===== config.mk =====
export PLATFORM = sky130hd
export DESIGN_NAME = rst_glitch_det
export DESIGN_NICKNAME = d
export VERILOG_FILES = /design/src/rtl/rgd_pkg.sv /design/src/rtl/rgd_sync.sv /design/src/rtl/rgd_qual.sv /design/src/rtl/rst_glitch_det.sv
export SDC_FILE = /design/constraint.sdc
export NUM_CORES = 1
export LEC_CHECK = 0
export BUFFER_PORTS_ARGS = -buffer_cell sky130_fd_sc_hd__buf_4
export CAP_MARGIN = 20
export CORE_AREA = 4 4 41 43
export DETAILED_ROUTE_END_ITERATION = 8
export DIE_AREA = 0 0 45 47
export GPL_TIMING_DRIVEN = 0
export PLACE_DENSITY_LB_ADDON = 0.05
export SLEW_MARGIN = 20
export SYNTH_ARGS = -nofsm -noshare
export SYNTH_HDL_FRONTEND = slang
export SYNTH_HIERARCHICAL = 1
export SYNTH_SLANG_ARGS = --single-unit

===== constraint.sdc =====
create_clock -name clk -period 1.4 [get_ports clk]
set_input_delay 0.07 -clock clk [delete_from_list [all_inputs] [get_ports clk]]
set_output_delay 0.07 -clock clk [all_outputs]
set_load 0.01 [all_outputs]

===== src/rtl/rgd_pkg.sv =====
package rgd_pkg;

    // Events raised by the duration qualifier toward the flag logic
    typedef struct packed {
        logic qualify;  // count has just reached the qualification length
        logic glitch;   // pin released after notice, before qualification
    } rgd_evt_t;

    // Registered output state of the top module
    typedef struct packed {
        logic valid;
        logic flag;
    } rgd_out_t;

endpackage


===== src/rtl/rgd_sync.sv =====
module rgd_sync #(
    parameter int STAGES = 2
) (
    input  logic clk,
    input  logic rst_n,
    input  logic pin_n,
    output logic pin_act
);
    logic [STAGES-1:0] chain_q;

    genvar g;
    generate
        for (g = 0; g < STAGES; g++) begin : g_stage
            if (g == 0) begin : g_first
                always_ff @(posedge clk or negedge rst_n) begin
                    if (!rst_n) chain_q[g] <= 1'b1;
                    else        chain_q[g] <= pin_n;
                end
            end else begin : g_rest
                always_ff @(posedge clk or negedge rst_n) begin
                    if (!rst_n) chain_q[g] <= 1'b1;
                    else        chain_q[g] <= chain_q[g-1];
                end
            end
        end
    endgenerate

    assign pin_act = ~chain_q[STAGES-1];
endmodule


===== src/rtl/rgd_qual.sv =====
module rgd_qual
    import rgd_pkg::*;
#(
    parameter int NOTICE_CYC = 2,
    parameter int QUAL_CYC   = 10
) (
    input  logic     clk,
    input  logic     rst_n,
    input  logic     pin_act,
    input  logic     busy,
    output rgd_evt_t evt
);
    localparam int CNT_W = $clog2(QUAL_CYC + 1);
    localparam logic [CNT_W-1:0] NOTICE_V = CNT_W'(NOTICE_CYC);
    localparam logic [CNT_W-1:0] QUAL_V   = CNT_W'(QUAL_CYC);
    localparam logic [CNT_W-1:0] PREQ_V   = CNT_W'(QUAL_CYC - 1);

    typedef struct packed {
        logic [CNT_W-1:0] cnt;
        logic             pending;
    } qual_st_t;

    qual_st_t st_d, st_q;
    logic     pin_go;

    always_comb begin
        st_d        = st_q;
        evt         = '0;
        pin_go      = pin_act && !busy;

        if (!pin_go)              st_d.cnt = '0;
        else if (st_q.cnt != QUAL_V) st_d.cnt = st_q.cnt + 1'b1;

        evt.qualify = pin_go && (st_q.cnt == PREQ_V);
        evt.glitch  = st_q.pending && !pin_act && !busy;

        if (busy)                                st_d.pending = 1'b0;
        if (pin_go && (st_q.cnt == NOTICE_V))    st_d.pending = 1'b1;
        if (evt.glitch || evt.qualify)           st_d.pending = 1'b0;
    end

    always_ff @(posedge clk or negedge rst_n) begin
        if (!rst_n) st_q <= '0;
        else        st_q <= st_d;
    end
endmodule


===== src/rtl/rst_glitch_det.sv =====
module rst_glitch_det
    import rgd_pkg::*;
#(
    parameter int SYNC_STAGES = 2,
    parameter int NOTICE_CYC  = 2,
    parameter int QUAL_CYC    = 10
) (
    input  logic clk,
    input  logic rst_n,
    input  logic rst_pin_n,
    input  logic busy,
    input  logic sw_clr,
    output logic valid_rst,
    output logic glitch_flag
);
    logic     pin_act;
    rgd_evt_t evt;
    rgd_out_t out_d, out_q;

    rgd_sync #(.STAGES(SYNC_STAGES)) u_sync (
        .clk     (clk),
        .rst_n   (rst_n),
        .pin_n   (rst_pin_n),
        .pin_act (pin_act)
    );

    rgd_qual #(.NOTICE_CYC(NOTICE_CYC), .QUAL_CYC(QUAL_CYC)) u_qual (
        .clk     (clk),
        .rst_n   (rst_n),
        .pin_act (pin_act),
        .busy    (busy),
        .evt     (evt)
    );

    always_comb begin
        out_d.valid = evt.qualify;
        // set beats software clear; a qualified reset also clears
        out_d.flag  = evt.glitch | (out_q.flag & ~sw_clr & ~evt.qualify);
    end

    always_ff @(posedge clk or negedge rst_n) begin
        if (!rst_n) out_q <= '0;
        else        out_q <= out_d;
    end

    assign valid_rst   = out_q.valid;
    assign glitch_flag = out_q.flag;
endmodule


Word level (Yosys, flattened, before mapping)
Index checks and enable logic that the tools add are counted.
{"block": "totals", "ff_bits": 9, "elab_cells": 30, "in_bits": 5, "out_inout_bits": 2}
{"block": "op_classes", "bitwise": 6, "n_eq_ne": 4, "add_sub_neg": 1, "reduce_logical": 8, "n_mux": 5}
{"op": "4-bit 2-to-1 mux", "count": 2}
{"op": "1-bit logical AND", "count": 5}
{"op": "4-bit by 1-bit adder with 4-bit output (second input constant)", "count": 1}
{"op": "4-bit by 2-bit equality test with 1-bit output (second input constant)", "count": 1}
{"op": "4-bit equality test (second input constant)", "count": 1}
{"op": "4-bit != test (second input constant)", "count": 1}
{"op": "1-bit 2-to-1 mux", "count": 3}
{"op": "1-bit NOT", "count": 3}
{"op": "3-bit nonzero test", "count": 1}
{"op": "1-bit AND", "count": 2}
{"op": "2-bit != test (second input constant)", "count": 1}
{"op": "1-bit logical NOT", "count": 1}
{"op": "1-bit logical OR", "count": 1}
{"op": "1-bit bitwise OR", "count": 1}

Logic depth before layout (Yosys ltp)
{"block": "depth", "ltp_word": 6, "ltp_mapped": 6, "depth_no_buf": 6}

Cells and area by module
Netlist, hierarchy kept.
{"mod": "rgd_qual", "area_per_inst_um2": 310.3, "cells_each": 31, "instances": 1, "seq_area_each_um2": 125.1}
{"mod": "rst_glitch_det", "area_per_inst_um2": 61.3, "cells_each": 4, "instances": 1, "seq_area_each_um2": 50.0}
{"mod": "rgd_sync", "area_per_inst_um2": 56.3, "cells_each": 3, "instances": 1, "seq_area_each_um2": 52.6}

Worst setup path before layout
OpenSTA, ideal clock, no wires.
{"block": "synth_path", "path_type": "reg-to-reg", "startpoint": "reg u_qual/st_q[2] (netlist bit)", "endpoint": "reg out_q (netlist bit glitch_flag)", "path_stages_with_launch": 7, "t_required_ns": 1.282, "setup_ns": 0.118, "period_less_slack_ns": 1.267, "n_path_buf": 0, "arrival_time_ns": 1.149, "setup_slack_ns": 0.133, "path_cell_list": "dfrtp_1 -> inv_1 -> ha_1 -> inv_1 -> nor4_1 -> nor2_1 -> a21o_1"}
{"element": "from (decl)", "line_no": "rgd_qual.sv:23", "source": "qual_st_t st_d, st_q;"}
{"element": "from (signal assigned)", "line_no": "rgd_qual.sv:44", "source": "else st_q <= st_d;"}
{"element": "to (signal assigned)", "line_no": "rst_glitch_det.sv:43", "source": "else out_q <= out_d;"}
{"element": "to (decl)", "line_no": "rst_glitch_det.sv:18", "source": "rgd_out_t out_d, out_q;"}

Worst setup path after layout
{"block": "layout_path", "startpoint": "reg u_qual/st_q[2] (netlist bit)", "endpoint": "reg u_qual/st_q[0] (netlist bit)"}
{"block": "layout_between", "elab_chain_cells": 4, "word_cells_on_any_way": 8, "classes_between": "2 x eq/ne; 2 x mux; 4 x reduce/logical"}
{"element": "4-bit by 2-bit equality test with 1-bit output / 4-bit equality test (equally long branches)", "line_no": "rgd_qual.sv:38, rgd_qual.sv:34"}
{"element": "1-bit logical AND, on equally long branches", "line_no": "rgd_qual.sv:38, rgd_qual.sv:34"}
{"element": "1-bit 2-to-1 mux / 1-bit logical OR (equally long branches)", "line_no": "rgd_qual.sv:38, rgd_qual.sv:39"}
{"element": "1-bit 2-to-1 mux / 3-bit nonzero test (equally long branches)"}
Several ways; a longest one is shown, not always the timed one.
A chain may end at the register's enable or synchronous reset.

==> flow_metrics.env <==
export IMPL_p_leak_nw=0.294
export IMPL_post_route_period_util_pct=92.8
export IMPL_yosys_warnings=6
export IMPL_core_rowCount=13
export IMPL_grt_max_degree=10
export IMPL_antenna_cells=0
export IMPL_grtUsageTotal_pct=8.86
export IMPL_synthCells=38
export IMPL_synth_top_area_share_pct=40.9
export IMPL_dp_hpwl_um=560
export IMPL_synth_area_leaders="dfrtp_1 (41%), dfstp_2 (12%), ha_1 (8.8%), nand3b_4 (4.7%), inv_1 (4.4%)"
export IMPL_fin_util_pct=43.8
export IMPL_endpoint_kind="flop"
export IMPL_cts_tree="yes"
export IMPL_clockBufferDepth=2
export IMPL_globalplace_congestion=0.668
export IMPL_vdd_drop_max_mv=0.411
export IMPL_drc=0
export IMPL_crit_type="flop to flop"
export IMPL_fin_skew_ns=0.00122
export IMPL_cap_violations=0
export IMPL_syn_nets=46
export IMPL_hp_class="primary input to flop"
export IMPL_outcome="complete, no violations"
export IMPL_grt_pass1_wl_um=1280
export IMPL_root_buffer="clkbuf_4"
export IMPL_crit_required_ns=1.53
export IMPL_relSlewSlack_pct=77.9
export IMPL_yosys_area_top_type="dfrtp_1"
export IMPL_clk_pin_slew_ns=0.06
export IMPL_ioPinCount=7
export IMPL_rsz0062_at_grt="false"
export IMPL_synth_cell_types=19
export IMPL_placeableCoreArea_um2=1300
export IMPL_area_delta_synth_final_pct=33.0
export IMPL_grt_antenna_before_repair=0
export IMPL_worst_path_max_fanout=3
export IMPL_final_layout_size_suffix_gt1_share_pct=34.6
export IMPL_synth_seq_cells=9
export IMPL_die_x_um=45
export IMPL_clock_sinks=9
export IMPL_die_area_um2=2120
export IMPL_hold_viol=0
export IMPL_wl_per_cell_um=11.3
export IMPL_worstPathArrival_ns=1.43
export IMPL_tightest_slew_ns=0.331
export IMPL_drtIter0Drc=5
export IMPL_worst_skew_pair_late_latency_ns=0.25
export IMPL_io_buffers=6
export IMPL_max_freq_mhz=770
export IMPL_final_cell_mix="buf_4 (8), dfrtp_1 (6), inv_1 (5)"
export IMPL_power_uw=514
export IMPL_fp_dieH_um=47
export IMPL_grt_pass1_vias=323
export IMPL_final_common_cell="buf_4"
export IMPL_vias=298
export IMPL_syn_cell_area_um2=428
export IMPL_numCtsBuffers=3
export IMPL_powerDensity_nw_per_um2=903
export IMPL_maxSlewViolCount=0
export IMPL_layout_min_cycle_time_ns=1.30
export IMPL_cts_max_level=1
export IMPL_ant_nets=0
export IMPL_synth_seq_area_share_pct=53.2
export IMPL_grt_overflow_total=0
export IMPL_drtPass1Iterations=4
export IMPL_nets=61
export IMPL_drt_total_wl_um=757
export IMPL_setup_violations=0
export IMPL_viasPerCell=4.45
export IMPL_worst_setup_path_start_kind="flop"
export IMPL_start_util_pct=32.9
export IMPL_syn_avg_cell_area_um2=11.3
-- logic make-up after synthesis --
group	count (synthesis)	synth area share, %
AOI/OAI and AO/OA	6	9.36
adders and majority gates	3	8.77
xor gates and xnor gates	2	4.09
DFF	9	53.2
buffers and inverters	5	4.39
and+or+nand+nor	13	20.2
-- registers in the layout, indices dropped and copies added (netlist names) --
register,count
glitch_flag,1
u_qual/st_q,5
u_sync/chain_q,2
valid_rst,1
-- cell type report --
type / instances / area, µm²
Clock buffer: 4 / 26.3
Timing Repair Buffer: 10 / 80.1
Tap cell: 15 / 18.8
Inverter: 5 / 18.8
Fill cell: 138 / 732
Multi-Input combinational cell: 24 / 196
Sequential cell: 9 / 229
-- critical path, cell delays in order, from the launching register on --
cell	delay [ns]
dfrtp_1	0.39
buf_4	0.15
ha_1	0.23
nor2b_1	0.15
o21ai_0	0.16
a21oi_1	0.09
-- Yosys cell counts --
master	instances
dfrtp_1	7
inv_1	5
ha_1	3
nor2_1	3
a21oi_1	2
dfstp_2	2
nand2b_1	2
o21ai_0	2
xnor2_1	2
a211oi_2	1
a21o_1	1
nand2_1	1
nand3_1	1
nand3b_1	1
nand3b_4	1
nor2_2	1
nor2b_1	1
nor3b_1	1
nor4_1	1
-- metrics by stage --
stage                     cells  instance area (µm²)  TNS [ns]  hold WS (ns)  setup slack [ns]
after detailed placement     59                  492   -0.0164        -0.101           -0.0164
after floorplan              38                  428         0        -0.226             0.133
after global routing         67                  569         0         0.118            0.0147
after CTS                    65                  544         0         0.112            0.0381
final                        67                  569         0         0.118             0.101
after global placement       59                  492         0        -0.103            0.0117
-- worst paths after layout --
check	startpoint	end	slack [ns]	depth (start not counted)
worst max-delay path	u_qual/st_q[2]	u_qual/st_q[0]	0.10	5
worst min-delay path	busy	glitch_flag	0.12	3
worst max register to register	u_qual/st_q[2]	u_qual/st_q[0]	0.10	5
worst min register to register	u_sync/chain_q[0]	u_sync/chain_q[1]	0.36	0
max in group asynchronous	rst_n	u_sync/chain_q[1]	1.01	2
min in group asynchronous	rst_n	glitch_flag	0.18	2
-- layer usage --
| metal | vias up | track usage (%) | routed length [µm] |
|---|---|---|---|
| met2 | 3 | 14.1 | 398 |
| li1 | 151 | - | - |
| met1 | 144 | 9.37 | 330 |
| met4 | 0 | 8.77 | 0 |
| met5 | - | 0 | 0 |
| met3 | 0 | 2.30 | 27 |
-- report_power, final --
| part | total [mW] | switching, mW | internal [mW] |
|---|---|---|---|
| Sequential | 0.274 | 0.00497 | 0.269 |
| Clock | 0.197 | 0.0872 | 0.110 |
| Combinational | 0.0429 | 0.0210 | 0.0219 |
-- timing repair --
item                                    in CTS  in global routing
gates resized for setup                      1                  2
hold buffers                                 2                  0
hold endpoints to repair                    10                  0
cloned                                       0                  0
buffers inserted                             0                  2
endpoints found under the setup margin       1                  1
(Power assumes the default switching activity.)
